==> config.mk <==
export PLATFORM = sky130hd
export DESIGN_NAME = dual_strobe_pio
export DESIGN_NICKNAME = d
export VERILOG_FILES = /design/src/rtl/spio_pkg.sv /design/src/rtl/spio_strobe_sync.sv /design/src/rtl/spio_port.sv /design/src/rtl/dual_strobe_pio.sv
export SDC_FILE = /design/constraint.sdc
export NUM_CORES = 1
export LEC_CHECK = 0
export BUFFER_PORTS_ARGS = -buffer_cell sky130_fd_sc_hd__buf_2
export CELL_PAD_IN_SITES_DETAIL_PLACEMENT = 0
export CELL_PAD_IN_SITES_GLOBAL_PLACEMENT = 2
export CORE_ASPECT_RATIO = 1.2
export CORE_UTILIZATION = 34
export CTS_CLUSTER_SIZE = 30
export DETAILED_ROUTE_END_ITERATION = 8
export PLACE_DENSITY = 0.9
export SLEW_MARGIN = 25
export SYNTH_ARGS = -nofsm -noshare
export SYNTH_HDL_FRONTEND = slang
export SYNTH_SLANG_ARGS = --single-unit
==> constraint.sdc <==
create_clock -name clk -period 2.7 [get_ports clk]
set_input_delay 0.27 -clock clk [delete_from_list [all_inputs] [get_ports clk]]
set_output_delay 0.27 -clock clk [all_outputs]
set_load 0.01 [all_outputs]
==> src/rtl/spio_pkg.sv <==
package spio_pkg;
  typedef enum logic [1:0] {
    M_OUT   = 2'd0,
    M_IN    = 2'd1,
    M_BIDIR = 2'd2,
    M_BITS  = 2'd3
  } pmode_t;

  localparam logic [1:0] REG_DATA = 2'd0;
  localparam logic [1:0] REG_MODE = 2'd1;
  localparam logic [1:0] REG_DIR  = 2'd2;

  // Mode acceptance: a port without bidirectional capability refuses
  // mode 2, and accepts bit-control only while its peer is bidirectional.
  function automatic logic mode_accept(input logic can_bidir,
                                       input pmode_t req,
                                       input pmode_t peer);
    if (can_bidir) return 1'b1;
    if (req == M_BIDIR) return 1'b0;
    if (req == M_BITS) return peer == M_BIDIR;
    return 1'b1;
  endfunction

  // Ready as seen on the port's own handshake pair.
  function automatic logic ready_of(input pmode_t m,
                                    input logic out_full,
                                    input logic in_full);
    case (m)
      M_OUT:   return out_full;
      M_IN:    return !in_full;
      M_BIDIR: return out_full;
      default: return 1'b0;
    endcase
  endfunction
endpackage

==> src/rtl/spio_strobe_sync.sv <==
module spio_strobe_sync (
  input  logic clk,
  input  logic rst_n,
  input  logic stb_n,
  output logic stb_low,
  output logic stb_rise
);
  logic s1, s2, s3;

  always_ff @(posedge clk or negedge rst_n) begin
    if (!rst_n) begin
      s1 <= 1'b1;
      s2 <= 1'b1;
      s3 <= 1'b1;
    end else begin
      s1 <= stb_n;
      s2 <= s1;
      s3 <= s2;
    end
  end

  assign stb_low  = !s2;
  assign stb_rise = s2 && !s3;
endmodule

==> src/rtl/spio_port.sv <==
module spio_port
  import spio_pkg::*;
#(
  parameter int W = 8,
  parameter bit CAN_BIDIR = 1'b1
) (
  input  logic         clk,
  input  logic         rst_n,
  input  logic         wr_data,
  input  logic         wr_mode,
  input  logic         wr_dir,
  input  logic         rd_data,
  input  logic [W-1:0] wdata,
  input  logic [W-1:0] pin_in,
  input  logic         stb_rise,
  input  logic         stb_low,
  input  logic         alt_rise,
  input  pmode_t       peer_mode,
  output pmode_t       mode,
  output logic [W-1:0] dir,
  output logic [W-1:0] view,
  output logic [W-1:0] pin_out,
  output logic [W-1:0] pin_oe,
  output logic         rdy,
  output logic         alt_rdy,
  output logic         done
);
  logic [W-1:0] out_lat, in_lat;
  logic out_full, in_full;

  function automatic logic [W-1:0] bit_merge(input logic [W-1:0] pins,
                                             input logic [W-1:0] lat,
                                             input logic [W-1:0] d);
    return (pins & ~d) | (lat & d);
  endfunction

  pmode_t req_mode;
  logic   mode_ok, fallback, drives_out, cap_req, cap_ok, put_ok, reads_in;

  assign req_mode   = pmode_t'(wdata[1:0]);
  assign mode_ok    = mode_accept(CAN_BIDIR, req_mode, peer_mode);
  assign fallback   = !CAN_BIDIR && (mode == M_BITS) && (peer_mode != M_BIDIR);
  assign drives_out = (mode == M_OUT) || (mode == M_BIDIR);
  assign reads_in   = (mode == M_IN) || (mode == M_BIDIR);
  assign cap_req    = ((mode == M_IN) && stb_rise) || ((mode == M_BIDIR) && alt_rise);
  assign cap_ok     = cap_req && !in_full;
  assign put_ok     = drives_out && stb_rise && out_full;

  always_ff @(posedge clk or negedge rst_n) begin
    if (!rst_n) begin
      mode     <= M_IN;
      out_full <= 1'b0;
      in_full  <= 1'b0;
    end else if (wr_mode && mode_ok) begin
      mode     <= req_mode;
      out_full <= 1'b0;
      in_full  <= 1'b0;
    end else if (fallback) begin
      mode     <= M_IN;
      out_full <= 1'b0;
      in_full  <= 1'b0;
    end else begin
      if (wr_data && drives_out) out_full <= 1'b1;
      else if (put_ok)           out_full <= 1'b0;
      if (cap_ok)                in_full  <= 1'b1;
      else if (rd_data && reads_in) in_full <= 1'b0;
    end
  end

  always_ff @(posedge clk or negedge rst_n) begin
    if (!rst_n) begin
      out_lat <= '0;
      in_lat  <= '0;
      dir     <= '0;
    end else begin
      if (wr_data) out_lat <= wdata;
      if (cap_ok)  in_lat  <= pin_in;
      if (wr_dir)  dir     <= wdata;
    end
  end

  always_comb begin
    pin_out = out_lat;
    case (mode)
      M_OUT:   begin pin_oe = '1;             view = out_lat; end
      M_IN:    begin pin_oe = '0;             view = in_lat;  end
      M_BIDIR: begin pin_oe = {W{stb_low}};   view = in_lat;  end
      default: begin pin_oe = dir;            view = bit_merge(pin_in, out_lat, dir); end
    endcase
  end

  assign rdy     = ready_of(mode, out_full, in_full);
  assign alt_rdy = (mode == M_BIDIR) && !in_full;
  assign done    = put_ok || cap_ok;
endmodule

==> src/rtl/dual_strobe_pio.sv <==
module dual_strobe_pio
  import spio_pkg::*;
#(
  parameter int W = 8
) (
  input  logic         clk,
  input  logic         rst_n,
  input  logic         sel,
  input  logic         wr,
  input  logic         rd,
  input  logic [2:0]   addr,
  input  logic [W-1:0] wdata,
  output logic [W-1:0] rdata,
  input  logic [W-1:0] pa_in,
  output logic [W-1:0] pa_out,
  output logic [W-1:0] pa_oe,
  input  logic         a_stb_n,
  output logic         a_rdy,
  output logic         a_done,
  input  logic [W-1:0] pb_in,
  output logic [W-1:0] pb_out,
  output logic [W-1:0] pb_oe,
  input  logic         b_stb_n,
  output logic         b_rdy,
  output logic         b_done
);
  localparam int NPORT = 2;

  logic [NPORT-1:0] stb_n_v, stb_low_v, stb_rise_v;
  assign stb_n_v = {b_stb_n, a_stb_n};

  for (genvar g = 0; g < NPORT; g++) begin : g_sync
    spio_strobe_sync u_sync (
      .clk(clk), .rst_n(rst_n), .stb_n(stb_n_v[g]),
      .stb_low(stb_low_v[g]), .stb_rise(stb_rise_v[g])
    );
  end

  // Named decode strobes, also watched by the checker.
  logic wr_go, rd_go;
  assign wr_go = sel && wr;
  assign rd_go = sel && rd;

  logic a_wr_data, a_wr_mode, a_wr_dir, a_rd_data;
  logic b_wr_data, b_wr_mode, b_wr_dir, b_rd_data;
  assign a_wr_data = wr_go && !addr[2] && (addr[1:0] == REG_DATA);
  assign a_wr_mode = wr_go && !addr[2] && (addr[1:0] == REG_MODE);
  assign a_wr_dir  = wr_go && !addr[2] && (addr[1:0] == REG_DIR);
  assign a_rd_data = rd_go && !addr[2] && (addr[1:0] == REG_DATA);
  assign b_wr_data = wr_go &&  addr[2] && (addr[1:0] == REG_DATA);
  assign b_wr_mode = wr_go &&  addr[2] && (addr[1:0] == REG_MODE);
  assign b_wr_dir  = wr_go &&  addr[2] && (addr[1:0] == REG_DIR);
  assign b_rd_data = rd_go &&  addr[2] && (addr[1:0] == REG_DATA);

  pmode_t a_mode, b_mode;
  logic [W-1:0] a_dir, b_dir, a_view, b_view;
  logic a_alt_rdy, b_alt_rdy, b_rdy_own;
  logic a_rise, b_rise, a_bidir;

  assign a_rise  = stb_rise_v[0];
  assign a_bidir = (a_mode == M_BIDIR);
  // Port B's handshake pair belongs to Port A while A is bidirectional.
  assign b_rise  = stb_rise_v[1] && !a_bidir;

  spio_port #(.W(W), .CAN_BIDIR(1'b1)) u_pa (
    .clk(clk), .rst_n(rst_n),
    .wr_data(a_wr_data), .wr_mode(a_wr_mode), .wr_dir(a_wr_dir), .rd_data(a_rd_data),
    .wdata(wdata), .pin_in(pa_in),
    .stb_rise(a_rise), .stb_low(stb_low_v[0]), .alt_rise(stb_rise_v[1] && a_bidir),
    .peer_mode(b_mode),
    .mode(a_mode), .dir(a_dir), .view(a_view),
    .pin_out(pa_out), .pin_oe(pa_oe),
    .rdy(a_rdy), .alt_rdy(a_alt_rdy), .done(a_done)
  );

  spio_port #(.W(W), .CAN_BIDIR(1'b0)) u_pb (
    .clk(clk), .rst_n(rst_n),
    .wr_data(b_wr_data), .wr_mode(b_wr_mode), .wr_dir(b_wr_dir), .rd_data(b_rd_data),
    .wdata(wdata), .pin_in(pb_in),
    .stb_rise(b_rise), .stb_low(stb_low_v[1] && !a_bidir), .alt_rise(1'b0),
    .peer_mode(a_mode),
    .mode(b_mode), .dir(b_dir), .view(b_view),
    .pin_out(pb_out), .pin_oe(pb_oe),
    .rdy(b_rdy_own), .alt_rdy(b_alt_rdy), .done(b_done)
  );

  // b_alt_rdy is always low (B never enters mode 2); it is folded in harmlessly.
  assign b_rdy = a_bidir ? a_alt_rdy : (b_rdy_own || b_alt_rdy);

  always_comb begin
    rdata = '0;
    if (rd_go) begin
      case ({addr[2], addr[1:0]})
        {1'b0, REG_DATA}: rdata = a_view;
        {1'b0, REG_MODE}: rdata = W'(a_mode);
        {1'b0, REG_DIR}:  rdata = a_dir;
        {1'b1, REG_DATA}: rdata = b_view;
        {1'b1, REG_MODE}: rdata = W'(b_mode);
        {1'b1, REG_DIR}:  rdata = b_dir;
        default:          rdata = '0;
      endcase
    end
  end
endmodule

==> run summary, run 1 <==
Total gr overflow - 0
Clock Latency Late Sink - 340 ps
Async set-reset flop share out of synthesis - 100%
CTS tree - built
# DRC - 0
Synth unique cells - 36
Synth Cell Area - 3410 µm²
Tot GR Track Use - 18.9%
Clock buffer depth - 2
Number of synthesized register bits - 62
Status - finished, final reports clean
Flop pwr share - 36.3%
Total core area - 9610 µm²
Share of cells above drive strength 1 - 42.3%
Crit Path Class - reg -> out
Iteration-0 DRC Markers - 103
Yosys warns - 0
Syn nets - 357
P&R area growth vs syn - 25.5%
Worst r2r src - u_pa.mode[0]$_DFFE_PN1P_
Cell Int Power - 2.70 mW
WL/cell - 17.6 µm
Fin Hold WS - 34.1 ps
Post-route ant nets - 0
Worst R2R Setup Slack - 420 ps
Largest net degree at the start of global routing - 28
DIE AREA - 10400 µm²
Num rows - 39
Detailed-route wire length - 9220 µm
Final Hold Viols - 0
Combinational share of power - 32.2%
Clock-pin transition on the worst setup and hold timing paths - 50 ps
Worst clock skew - 7.81 ps
Antenna cells - 0
Die W - 93.4 µm
Final Power - 4.03 mW
Pre-antenna DRT Iters - 4
Initial antenna violation count - 0
Leak pwr - 1.99 nW
Slew Viols, Final - 0
HP Class - in -> reg
Critical Path RT - 2430 ps
Clock sinks - 62
Die height - 112 µm
MaxCap Viol Count - 0
Crit path launch type - flip-flop
Sequential fraction of the synthesis area - 45.8%
Primary FF master, synth - dfrtp_1
First-pass GRT wire length - 14900 µm
Layout Nets - 437
CTS Root Cell - clkbuf_16
Relative slew slack - 52.9%
Clock power share - 31.5%
Final setup fails - 0
Port bufs - 77
End of the critical path - rdata[1]
Initial Util - 35.5%
Pre-CTS setup slack - 396 ps
GP Congestion - 0.848
Post-synthesis cell count - 315
H-tree lvl count - 3
Critical Path Source - u_pb.mode[0]$_DFFE_PN1P_
P_sw - 1.33 mW
R2r worst-path depth - 5
Worst-Margin Slew - 701 ps
Sw Share - 33.0%
HPWL Detailed - 7020 µm
Via count - 2736
Worst EP arrival - 2320 ps
Vias in the first global route - 2766
Number of fill cells - 922
I/O pin cnt - 78
Fin crit share - 95.9%
Num CTS Buffers - 9
Setup ws final - 112 ps
Synthesized area per cell - 10.8 µm²
Setup crit end kind - output port
CP max FO - 9
FMAX - 386 MHz
Post-synth EDFFs - 0
FF-to-FF End - u_pb.in_lat[4]$_DFFE_PN0P_
Vias/cell - 5.23
Postcts setup bufs - 0
Crit path time final - 2590 ps
Power density cells - 941 nW/µm²
Worst vdd ir - 0.445 mV
worst max-delay path, stage by stage (launching register included):
cell      delay, ps
dfstp_2         570
inv_1            80
ha_2            420
a221oi_1        110
a211oi_1        340
a21oi_1          80
a21oi_1         210
buf_2           170
layout make-up:
| cell class | count | area (µm²) | share of cell area [%] |
|---|---|---|---|
| repair buffers | 85 | 448 | 10.5 |
| multi-input cells | 229 | 1750 | 41.0 |
| clock buffers | 11 | 253 | 5.90 |
| well taps | 123 | 154 | 3.59 |
| inverters | 8 | 30.0 | 0.701 |
| flip-flops and latches | 62 | 1560 | 36.5 |
| clock inverters | 5 | 81.3 | 1.90 |
cells by family after synthesis:
| logic type | synth area share [%] |
|---|---|
| buf+inv | 3.04 |
| fa+ha+maj | 2.93 |
| flops | 45.8 |
| compound gates | 15.3 |
| mux | 22.2 |
| simple gates | 10.8 |
per-layer routing:
metal	share of wire, %	up-vias	global-route usage [%]
met5	0	-	0
met4	2.6	0	9.44
met3	4.0	14	2.80
met2	49	71	30.0
met1	44	1330	25.0
li1	-	1321	-
placed cells by master (no fill, tap or decap), types with 3 or more instances in the layout:
master | synthesis | final
a211oi_1 | 9 | 9
buf_2 | 5 | 77
buf_4 | 2 | 7
a21oi_1 | 31 | 31
nand2_1 | 47 | 47
ha_1 | 8 | 6
nand2b_1 | 3 | 3
o21ai_0 | 12 | 12
a221oi_1 | 16 | 16
mux2i_1 | 16 | 16
nor2b_1 | 3 | 3
mux2_2 | 53 | 53
inv_1 | 8 | 8
a221o_1 | 4 | 4
nor2_1 | 4 | 4
dfstp_2 | 8 | 8
dfrtp_1 | 54 | 54
clkbuf_16 | 0 | 9
timing repair:
item                                   4_1_cts  5_1_grt
setup endpoints to repair                    0       10
endpoints found under the hold margin        4        0
hold buffers                                 1        0
gates resized for setup                      0        3
flip-flops by register name, indices dropped and copies added (netlist names):
register / cells
u_pa.in_full: 1
u_pb.in_full: 1
u_pa.out_full: 1
u_pb.dir: 8
u_pb.out_full: 1
u_pa.in_lat: 8
u_pa.pin_out: 8
u_pb.pin_out: 8
u_pa.mode: 2
u_pb.in_lat: 8
u_pb.mode: 2
g_sync.u_sync.s3: 2
g_sync.u_sync.s2: 2
g_sync.u_sync.s1: 2
u_pa.dir: 8
power groups by stage:
stage / Combinational (mW) / Clock [mW] / Sequential, mW
global route: 1.44 / 1.33 / 1.50
floorplan: 0.861 / 0 / 1.42
global placement: 1.27 / 0 / 1.46
finish: 1.30 / 1.27 / 1.46
detailed placement: 1.29 / 0 / 1.47
CTS: 1.30 / 1.28 / 1.46
per-stage QoR:
step | cells | util [%] | area, µm² | TNS (ps)
4_1_cts | 523 | 44.4 | 4270 | 0
2_1_floorplan | 315 | - | 3410 | 0
3_3_place_gp | 506 | 40.9 | 3930 | 0
3_5_place_dp | 506 | 40.9 | 3930 | 0
5_1_grt | 523 | 44.5 | 4280 | -6.77
6_report | 523 | 44.5 | 4280 | 0
cells in the mapped netlist (all sizes together), types with 3 or more instances:
cell type,count,share of area (%)
ha,8,2.9
nor2b,3,0.55
dfrtp,54,40
inv,8,0.88
a211oi,9,2.0
mux2,53,17
dfstp,8,6.2
a221oi,16,4.1
a221o,4,1.2
nor2,5,1.0
nand2b,3,0.55
clkbuf,9,0.99
o21ai,14,2.1
mux2i,16,4.7
buf,7,1.2
a21oi,32,4.8
nand2,47,5.2
how the worst min path moves through the flow:
stage | startpoint | to | slack [ps] | cells after the start
2_1_floorplan | rst_n | u_pa.dir[0]$_DFFE_PN0P_ | -30 | 0
4_1_cts | a_stb_n | g_sync[0].u_sync.s1$_DFF_PN1_ | 30 | 1
6_report | a_stb_n | g_sync[0].u_sync.s1$_DFF_PN1_ | 30 | 1
3_3_place_gp | rst_n | u_pb.dir[1]$_DFFE_PN0P_ | 170 | 1
3_5_place_dp | rst_n | u_pb.mode[1]$_DFFE_PN0P_ | 170 | 1
5_1_grt | a_stb_n | g_sync[0].u_sync.s1$_DFF_PN1_ | 30 | 1
Power figures use the tool's default switching activity.
==> run 2: changes to the inputs <==
Settings changed: ABC_AREA from default to 1, CORE_UTILIZATION 34 to 30, PLACE_DENSITY 0.9 to 0.91.
==> run 2 against run 1 <==
Sequential share of layout area fell by 1.9 points. Total power fell by 5.8%. Die area rose by 23%. Via count rose by 29%. Hold slack got worse by 18 ps. Register-to-register slack improved by 450 ps. Largest power group unchanged. Setup slack improved by 140 ps. Clock skew fell by 2.7 ps. Utilization fell by 7.2 points. Largest cell class unchanged. Flip-flop and latch count did not move.
==> run summary, run 2 <==
Status - finished, final reports clean
Most common library cells after synthesis - nand2_1 (206), inv_1 (76), o21ai_0 (57)
Slowest CP cell - dfstp_2
Number of fill cells - 1366
First-pass GRT wire length - 17400 µm
Vias in the first global route - 3299
Clock sinks - 62
DIE AREA - 12900 µm²
Power density cells - 840 nW/µm²
Die height - 124 µm
CTS Root Cell - clkbuf_16
Number of synthesized register bits - 62
HP Class - in -> async
Synth unique cells - 27
Setup crit end kind - output port
Clock-pin transition on the worst setup and hold timing paths - 50 ps
Vias/cell - 4.54
Initial Util - 30.7%
Relative slew slack - 47.8%
End of the critical path - pb_oe[3]
Die W - 104 µm
P&R area growth vs syn - 21.6%
Slew Viols, Final - 0
Post-synth EDFFs - 0
Crit path launch type - flip-flop
WP depth - 9
Worst-Margin Slew - 784 ps
Final setup TNS - 0 ps
Crit Path Class - reg -> out
Leak pwr - 2.51 nW
Kind of cell adding the most delay to the critical path - buffers and inverters
CP max stage delay - 570 ps
Clock Latency Late Sink - 330 ps
Total core area - 12100 µm²
Post-route ant nets - 0
Post-synthesis xor/xnor area fraction - 0%
Final core utilization - 37.3%
Tot GR Track Use - 17.6%
CP Cell Sequence - inv_1 -> ha_1 -> inv_1 -> nand2_1 -> nor2_1 -> o21ai_1 -> buf_4 -> o21ai_0 -> buf_2
Async set-reset flop share out of synthesis - 100%
Worst EP arrival - 2170 ps
CP max FO - 7
Clock buffer depth - 2
Count leader, synth - nand2_1
GP Congestion - 0.803
MaxCap Viol Count - 0
FMAX - 409 MHz
FF-to-FF End - u_pb.in_lat[7]$_DFFE_PN0P_
Postcts setup bufs - 0
CTS tree - built
Port bufs - 77
Largest area contributor in the netlist - dfrtp_1
Fin crit share - 90.5%
Worst R2R Setup Slack - 870 ps
Post-cts resize count - 0
CTS Hold Buffers Added - 0
Largest family of logic cells by synthesized area - simple AND/OR/NAND/NOR gates
Final setup fails - 0
I/O pin cnt - 78
Syn nets - 580
Non-Filler Instances - 780
Synth top area cells - dfrtp_1 (36%), nand2_1 (21%), o21ai_0 (7.7%)
Yosys warns - 0
Synth top area share - 36.3%
Via count - 3538
Antenna cells - 0
Iteration-0 DRC Markers - 253
Critical Path RT - 2430 ps
Post-synthesis cell count - 538
Pre-antenna DRT Iters - 4
Primary FF master, synth - dfrtp_1
Layout Nets - 656
Crit path time final - 2440 ps
Commonest cells after routing, fill and taps aside - nand2_1 (206), buf_2 (77), inv_1 (76), o21ai_0 (57), dfrtp_1 (54)
Initial antenna violation count - 0
R2r worst-path depth - 6
Final Power - 3.80 mW
Synth Cell Area - 3720 µm²
Detailed-route wire length - 10800 µm
Mux share of post-synthesis cell area - 0%
Synthesized area per cell - 6.91 µm²
Post-synthesis simple-gate area fraction - 33.1%
Total gr overflow - 0
Crit path buf inv count - 4
Largest net degree at the start of global routing - 33
Sequential fraction of the synthesis area - 42.0%
RSZ-0062 raised after global routing - no
Most common cell on crit path - inv_1
Share of cells above drive strength 1 - 20.2%
H-tree lvl count - 3
HPWL Detailed - 8310 µm
# DRC - 0
Final Hold Viols - 0
Commonest non-fill, non-tap cell in the layout - nand2_1
Adder-cell share of the synthesized area - 2.69%
Synth Area in Compound Gates - 10.9%
Post-Place Cells - 764
Worst r2r src - u_pa.mode[0]$_DFFE_PN1P_
WL/cell - 13.9 µm
Num rows - 44
Worst vdd ir - 0.244 mV
Num CTS Buffers - 9
Worst clock skew - 5.11 ps
Critical Path Source - u_pa.mode[0]$_DFFE_PN1P_
==> run 2: changes by cell type in the layout (fill, tap and decap cells not counted), sizes merged, moves of 4 or more <==
cell	before	now
nor2	5	36
nand2	47	213
mux2i	16	0
o21ai	14	71
nand4	2	7
inv	8	81
clkbuf	11	16
mux2	53	0
nand3	2	33
a221o	4	0
a21oi	32	5
a211oi	9	0
a221oi	16	0
==> run 2: logic make-up after synthesis <==
family,after synthesis
compound gates,79
fa+ha+maj,8
buf+inv,98
flops,62
simple gates,291
==> run 2: cell type report <==
class | instances | area, µm² | share of cell area [%]
Multi-Input combinational cell | 378 | 1740 | 38.4
Sequential cell | 62 | 1560 | 34.5
Timing Repair Buffer | 81 | 428 | 9.46
Inverter | 82 | 313 | 6.92
Clock buffer | 16 | 282 | 6.23
Tap cell | 161 | 201 | 4.45
==> run 2: per-layer routing <==
metal	GRT usage, %	vias to the layer above	share of wire (%)
met5	0	-	0
met4	6.07	0	1.6
met3	3.66	13	4.2
met2	28.6	91	47
met1	23.4	1607	47
li1	-	1827	-
==> run 2: worst min path at each step <==
stage                                        startpoint  cells past startpoint  slack, ps                       endpoint
final                                             rst_n                      1         20       u_pb.in_full$_DFFE_PN0P_
after global placement    g_sync[0].u_sync.s1$_DFF_PN1_                      0        350  g_sync[0].u_sync.s2$_DFF_PN1_
after detailed placement  g_sync[0].u_sync.s1$_DFF_PN1_                      0        350  g_sync[0].u_sync.s2$_DFF_PN1_
after floorplan                                   rst_n                      0        -30        u_pa.dir[0]$_DFFE_PN0P_
after global routing                            b_stb_n                      1         30  g_sync[1].u_sync.s1$_DFF_PN1_
after CTS                                         rst_n                      1         30       u_pb.in_full$_DFFE_PN0P_
==> run 2: per-stage QoR <==
stage	area, µm²	setup WS [ps]	hold slack, ps
2_1_floorplan	3720	869	-25.6
3_3_place_gp	4240	623	346
3_5_place_dp	4240	589	347
4_1_cts	4520	230	28.6
5_1_grt	4520	103	28.2
6_report	4520	256	16.0
==> run 2: power by group <==
part | leakage [nW] | switching (mW) | total, mW | internal, mW
logic | 1.61 | 0.800 | 1.29 | 0.490
registers | 0.762 | 0.215 | 1.41 | 1.20
clock network | 0.137 | 0.399 | 1.10 | 0.698
total | 2.51 | 1.41 | 3.80 | 2.38
